[src/rtl/bfl_pkg.sv]
package bfl_pkg;
   typedef enum logic {
      OP_LOAD  = 1'b0,
      OP_PATCH = 1'b1
   } bfl_op_e;
endpackage

[src/rtl/bfl_lead_one.sv]
module bfl_lead_one #(
   parameter int W  = 23,
   localparam int PW = (W > 1) ? $clog2(W) : 1
) (
   input  logic [W-1:0]  vec,
   output logic [PW-1:0] pos,
   output logic          found
);
   if (W < 2) begin : g_bad_w
      $error("bfl_lead_one: W must be at least 2");
   end

   always_comb begin
      pos   = '0;
      found = 1'b0;
      for (int i = 0; i < W; i++) begin
         if (vec[i]) begin
            pos   = PW'(i);
            found = 1'b1;
         end
      end
   end
endmodule

[src/rtl/bfl_widen.sv]
module bfl_widen #(
   parameter int SP_EXP_W = 8,
   parameter int SP_MAN_W = 23,
   parameter int DP_EXP_W = 11,
   parameter int DP_MAN_W = 52,
   parameter bit NORM_SUB = 1'b1,
   localparam int SP_W = 1 + SP_EXP_W + SP_MAN_W,
   localparam int DP_W = 1 + DP_EXP_W + DP_MAN_W
) (
   input  logic [SP_W-1:0] sp,
   output logic [DP_W-1:0] dp
);
   localparam int SP_BIAS   = (1 << (SP_EXP_W - 1)) - 1;
   localparam int DP_BIAS   = (1 << (DP_EXP_W - 1)) - 1;
   localparam int BIAS_DIFF = DP_BIAS - SP_BIAS;
   localparam int PAD       = DP_MAN_W - SP_MAN_W;
   localparam int SUB_BASE  = BIAS_DIFF - SP_MAN_W + 1;
   localparam int PW        = $clog2(SP_MAN_W);

   if (DP_MAN_W <= SP_MAN_W || DP_EXP_W <= SP_EXP_W) begin : g_bad_fmt
      $error("bfl_widen: target format must be wider in both fields");
   end

   logic                s_sign;
   logic [SP_EXP_W-1:0] s_exp;
   logic [SP_MAN_W-1:0] s_man;
   logic [DP_EXP_W-1:0] sub_exp;
   logic [DP_MAN_W-1:0] sub_frac;

   assign s_sign = sp[SP_W-1];
   assign s_exp  = sp[SP_W-2:SP_MAN_W];
   assign s_man  = sp[SP_MAN_W-1:0];

   if (NORM_SUB) begin : g_norm
      logic [PW-1:0]       lead_pos;
      logic                lead_found;
      logic [PW-1:0]       shamt;
      logic [SP_MAN_W-1:0] norm;

      bfl_lead_one #(.W(SP_MAN_W)) u_lead (
         .vec  (s_man),
         .pos  (lead_pos),
         .found(lead_found)
      );

      assign shamt    = PW'(SP_MAN_W - 1) - lead_pos;
      assign norm     = s_man << shamt;
      assign sub_frac = lead_found ? {norm[SP_MAN_W-2:0], {(PAD + 1){1'b0}}} : '0;
      assign sub_exp  = lead_found ? (DP_EXP_W'(SUB_BASE) + DP_EXP_W'(lead_pos)) : '0;
   end else begin : g_flush
      assign sub_frac = '0;
      assign sub_exp  = '0;
   end

   always_comb begin
      if (&s_exp) begin
         dp = {s_sign, {DP_EXP_W{1'b1}}, s_man, {PAD{1'b0}}};
      end else if (s_exp == '0) begin
         dp = {s_sign, sub_exp, sub_frac};
      end else begin
         dp = {s_sign, DP_EXP_W'(s_exp) + DP_EXP_W'(BIAS_DIFF), s_man, {PAD{1'b0}}};
      end
   end
endmodule

[src/rtl/bfl_narrow.sv]
module bfl_narrow #(
   parameter int SP_EXP_W = 8,
   parameter int SP_MAN_W = 23,
   parameter int DP_EXP_W = 11,
   parameter int DP_MAN_W = 52,
   localparam int SP_W = 1 + SP_EXP_W + SP_MAN_W,
   localparam int DP_W = 1 + DP_EXP_W + DP_MAN_W
) (
   input  logic [DP_W-1:0] dp,
   output logic [SP_W-1:0] sp
);
   localparam int SP_BIAS   = (1 << (SP_EXP_W - 1)) - 1;
   localparam int DP_BIAS   = (1 << (DP_EXP_W - 1)) - 1;
   localparam int BIAS_DIFF = DP_BIAS - SP_BIAS;
   localparam int SP_EMAX   = (1 << SP_EXP_W) - 2;
   localparam int TOP_EXP   = BIAS_DIFF + SP_EMAX;
   localparam int PAD       = DP_MAN_W - SP_MAN_W;

   if (DP_MAN_W <= SP_MAN_W || DP_EXP_W <= SP_EXP_W) begin : g_bad_fmt
      $error("bfl_narrow: source format must be wider in both fields");
   end

   logic                d_sign;
   logic [DP_EXP_W-1:0] d_exp;
   logic [DP_MAN_W-1:0] d_frac;
   logic [SP_MAN_W-1:0] top_frac;
   logic [DP_EXP_W-1:0] rebias;

   assign d_sign   = dp[DP_W-1];
   assign d_exp    = dp[DP_W-2:DP_MAN_W];
   assign d_frac   = dp[DP_MAN_W-1:0];
   assign top_frac = d_frac[DP_MAN_W-1:PAD];
   assign rebias   = d_exp - DP_EXP_W'(BIAS_DIFF);

   always_comb begin
      if (&d_exp) begin
         if (d_frac != '0 && top_frac == '0) begin
            sp = {d_sign, {SP_EXP_W{1'b1}}, 1'b1, {(SP_MAN_W - 1){1'b0}}};
         end else begin
            sp = {d_sign, {SP_EXP_W{1'b1}}, top_frac};
         end
      end else if (d_exp > DP_EXP_W'(TOP_EXP)) begin
         sp = {d_sign, {SP_EXP_W{1'b1}}, {SP_MAN_W{1'b0}}};
      end else if (d_exp <= DP_EXP_W'(BIAS_DIFF)) begin
         sp = {d_sign, {(SP_W - 1){1'b0}}};
      end else begin
         sp = {d_sign, rebias[SP_EXP_W-1:0], top_frac};
      end
   end
endmodule

[src/rtl/bf16_fpreg_loader.sv]
module bf16_fpreg_loader #(
   parameter int IMM_W    = 16,
   parameter int SP_EXP_W = 8,
   parameter int SP_MAN_W = 23,
   parameter int DP_EXP_W = 11,
   parameter int DP_MAN_W = 52,
   parameter bit NORM_SUB = 1'b1
) (
   input  logic        clk,
   input  logic        rst_n,
   input  logic        in_valid,
   input  logic        in_op,
   input  logic [15:0] in_imm,
   input  logic [63:0] in_reg,
   output logic        out_valid,
   output logic [63:0] out_value
);
   import bfl_pkg::*;

   localparam int SP_W = 1 + SP_EXP_W + SP_MAN_W;
   localparam int DP_W = 1 + DP_EXP_W + DP_MAN_W;
   localparam int PAD  = DP_MAN_W - SP_MAN_W;

   if (IMM_W != 16 || DP_W != 64) begin : g_bad_ports
      $error("bf16_fpreg_loader: port widths fix IMM_W=16 and a 64-bit target");
   end
   if (IMM_W >= SP_W) begin : g_bad_imm
      $error("bf16_fpreg_loader: immediate must be narrower than the single word");
   end

   bfl_op_e         op;
   logic [SP_W-1:0] narrowed;
   logic [SP_W-1:0] sp_word;
   logic [DP_W-1:0] widened;
   logic [IMM_W-1:0] unused_low;

   assign op         = bfl_op_e'(in_op);
   assign unused_low = narrowed[IMM_W-1:0];

   bfl_narrow #(
      .SP_EXP_W(SP_EXP_W), .SP_MAN_W(SP_MAN_W),
      .DP_EXP_W(DP_EXP_W), .DP_MAN_W(DP_MAN_W)
   ) u_narrow (
      .dp(in_reg),
      .sp(narrowed)
   );

   always_comb begin
      if (op == OP_PATCH) sp_word = {narrowed[SP_W-1:IMM_W], in_imm};
      else                sp_word = {in_imm, {(SP_W - IMM_W){1'b0}}};
   end

   bfl_widen #(
      .SP_EXP_W(SP_EXP_W), .SP_MAN_W(SP_MAN_W),
      .DP_EXP_W(DP_EXP_W), .DP_MAN_W(DP_MAN_W),
      .NORM_SUB(NORM_SUB)
   ) u_widen (
      .sp(sp_word),
      .dp(widened)
   );

   always_ff @(posedge clk) begin
      if (!rst_n) begin
         out_valid <= 1'b0;
         out_value <= '0;
      end else begin
         out_valid <= in_valid;
         if (in_valid) out_value <= widened;
      end
   end

   AST_VALID_FOLLOWS: assert property (@(posedge clk) disable iff (!rst_n)
      in_valid |=> out_valid);
   AST_VALID_SINGLE: assert property (@(posedge clk) disable iff (!rst_n)
      !in_valid |=> !out_valid);
   AST_VALUE_HOLDS: assert property (@(posedge clk) disable iff (!rst_n)
      !in_valid |=> $stable(out_value));
   AST_LOAD_SIGN: assert property (@(posedge clk) disable iff (!rst_n)
      (in_valid && in_op == 1'b0) |=> out_value[63] == $past(in_imm[15]));
   AST_LOAD_SPECIAL: assert property (@(posedge clk) disable iff (!rst_n)
      (in_valid && in_op == 1'b0 && (&in_imm[14:7])) |=> (&out_value[62:52]));
   AST_LOW_BITS_ZERO: assert property (@(posedge clk) disable iff (!rst_n)
      out_valid |-> out_value[PAD-1:0] == '0);
endmodule

[config.mk]
export PLATFORM = sky130hd
export DESIGN_NAME = bf16_fpreg_loader
export DESIGN_NICKNAME = d
export VERILOG_FILES = /design/src/rtl/bfl_pkg.sv /design/src/rtl/bfl_lead_one.sv /design/src/rtl/bfl_widen.sv /design/src/rtl/bfl_narrow.sv /design/src/rtl/bf16_fpreg_loader.sv
export SDC_FILE = /design/constraint.sdc
export NUM_CORES = 1
export LEC_CHECK = 0
export BUFFER_PORTS_ARGS = -buffer_cell sky130_fd_sc_hd__clkbuf_2
export CAP_MARGIN = 20
export CORE_MARGIN = 3
export CORE_UTILIZATION = 54
export CTS_CLUSTER_SIZE = 30
export DETAILED_ROUTE_END_ITERATION = 6
export GPL_ROUTABILITY_DRIVEN = 1
export PLACE_DENSITY = 0.85
export SLEW_MARGIN = 10
export SYNTH_ARGS = -nofsm -noshare
export SYNTH_HDL_FRONTEND = slang
export SYNTH_HIERARCHICAL = 1
export SYNTH_SLANG_ARGS = --single-unit
[constraint.sdc]
create_clock -name clk -period 5.2 [get_ports clk]
set_input_delay 0.52 -clock clk [delete_from_list [all_inputs] [get_ports clk]]
set_output_delay 0.52 -clock clk [all_outputs]
set_load 0.005 [all_outputs]
==> qor.txt <==
Status - finished clean
R2R Setup Slk - 4.50 ns
Non-Filler Instances - 805
CP max FO - 26
Routed WL - 14.6 mm
DR vias/cell - 5.85
Top cell family by delay on the critical path - multiplexers
CTS Root Cell - clkbuf_8
Avg Cell Area, Syn - 9.04 um^2
CTS tree - yes
Slew headroom - 31.3%
Crit path DAT - 4.68 ns
DRT met1 WL - 5.78 mm
Met2 WL - 7.10 mm
Die Span Y - 103 um
Post-CTS Hold Fix Bufs - 0
Vias in the first global route - 4,612
Highest Signal Layer - met4
Yosys warns - 6
Skew final - 0 ns
Clock Sinks - 65
# resized after CTS - 0
Clock transition at path regs - 0.07 ns
Clk Latency, worst-skew pair - 0.33 ns
Layout cells sized above 1 - 31.6%
Initial cell density of the core - 57.0%
Postcts setup bufs - 0
Count of input and output buffers - 148
Maximum number of pins on one net before global-route repair - 66
Final setup viols - 0
Worst r2r path cells - 2
CTS buffer count - 9
FILL cells - 733
Diode count - 0
Peak supply drop - 0.248 mV
Total buffers and inverters traversed by the critical path - 2
Final Max Slew Viols - 0
DR vias - 4,706
Max_cap viols - 0
Average wire per standard cell - 18.2 um
CTS Buffer Depth - 2
Core Util, Final - 66.2%
Crit Path Class - in2reg
Final hold violation count - 0
Initial DRC count - 475
Antenna-violating nets left - 0
Placeable core area - 8930 um^2
FF-to-FF Start - out_value[33]
Unrepaired setup endpoints after global routing - no
I/O pin total - 149
Measured slew at the worst slew-check pin - 1.03 ns
Die Area - 10,600 um^2
Met3 routed WL - 1.43 mm
Worst setup EP type - register
Drt drc - 0
Crit path cell chain - clkbuf_2, nor4_1, a211o_1, o211a_2, nor2b_1, mux2_2, or3_1, a221oi_2, o21ai_1, a311oi_4, ha_1, buf_4, mux2i_1, mux2i_1, mux2i_1, nor2_1, o31a_1, mux2i_1, nor2b_1
GRT Overall Usage - 27.6%
Total grt overflow - 0
Post-Place Cells - 789
Antenna violations before repair - 0
Fin Setup TNS - 0 ns
Register area - 1300 um^2
HP Class - reg2reg
Fmax achieved - 225 MHz
Part of the cycle the worst path needs - 85.6%
Area Overhead vs Synth - 16.0%
WP data required - 5.42 ns
Synth Instances - 564
First-pass GRT wire length - 23.2 mm
Power Density - 276 nW/um^2
Crit path largest cell delay - 0.52 ns
CP most frequent cell - mux2i_1
WHS Path Cells - 2
Nets - 779
Area of the multi-input gates - 3410 um^2
Die Wd - 103 um
Drt pass-1 iters - 6
Slowest cell on crit path - mux2i_1
CTS H-tree lvls - 3
WHS Endpoint - out_value[49]
Final Critical Period - 4.45 ns
LEAKAGE - 2.71 nW
Hold Startpoint - out_value[49]
RR Endpoint - out_value[33]
Startpoint Class - primary input
Dpl hpwl - 10.9 mm
Mapped Area - 5100 um^2
GP Congestion - 1.03
Critical path launch point - in_reg[57]
Power Total - 0.00163 W
Num rows - 34
[worst min-delay path, cell delays in order (launching register included)]
cell,delay [ns]
dfxtp_1,0.33
mux2i_1,0.07
nor2b_1,0.09
[placed cells by master (no fill, tap or decap), types with 18 or more instances in the layout]
cell type	count
o21ai_0	22
mux2i_1	83
mux2_2	25
nor2_1	30
nor2b_1	75
dfxtp_1	65
conb_1	29
and2_1	18
nand2_1	30
clkbuf_2	147
[per-stage QoR]
step           hold slack [ns]  worst slack [ns]  area (um^2)
2_1_floorplan            0.507             0.518         5200
3_3_place_gp             0.496             0.618         5670
3_5_place_dp             0.507             0.554         5670
4_1_cts                  0.525             0.883         5910
5_1_grt                  0.548             0.488         5910
6_report                 0.521             0.747         5910
[sequential cells by signal, indices dropped and copies added (netlist names)]
name,cells
out_value,64
out_valid,1
[cell type report]
cell class | instances | area share (%)
Tap cell | 108 | 2.29
Multi-Input combinational cell | 455 | 57.7
Timing Repair Buffer | 155 | 13.5
Clock inverter | 6 | 1.95
Clock buffer | 10 | 2.16
Sequential cell | 65 | 22.0
Inverter | 6 | 0.381
[report_power, final]
part | internal (W) | switching, W
sequential | 0.000526 | 0.0000158
clock | 0.000321 | 0.000210
combinational | 0.000245 | 0.000315
total | 0.00109 | 0.000540
[worst max-delay path by stage]
stage               endpoint  cells after the start  slack [ns]
2_1_floorplan  out_value[51]                     21        0.52
3_3_place_gp   out_value[48]                     19        0.62
3_5_place_dp   out_value[48]                     19        0.55
4_1_cts        out_value[48]                     19        0.88
5_1_grt        out_value[42]                     18        0.49
6_report       out_value[48]                     19        0.75
[per-layer routing]
metal,global-route usage [%],vias to the layer above
li1,-,2237
met5,0,-
met3,7.31,31
met1,35.1,2185
met2,46.3,253
met4,7.57,0
Note: power is estimated with default switching activity, not from simulation.
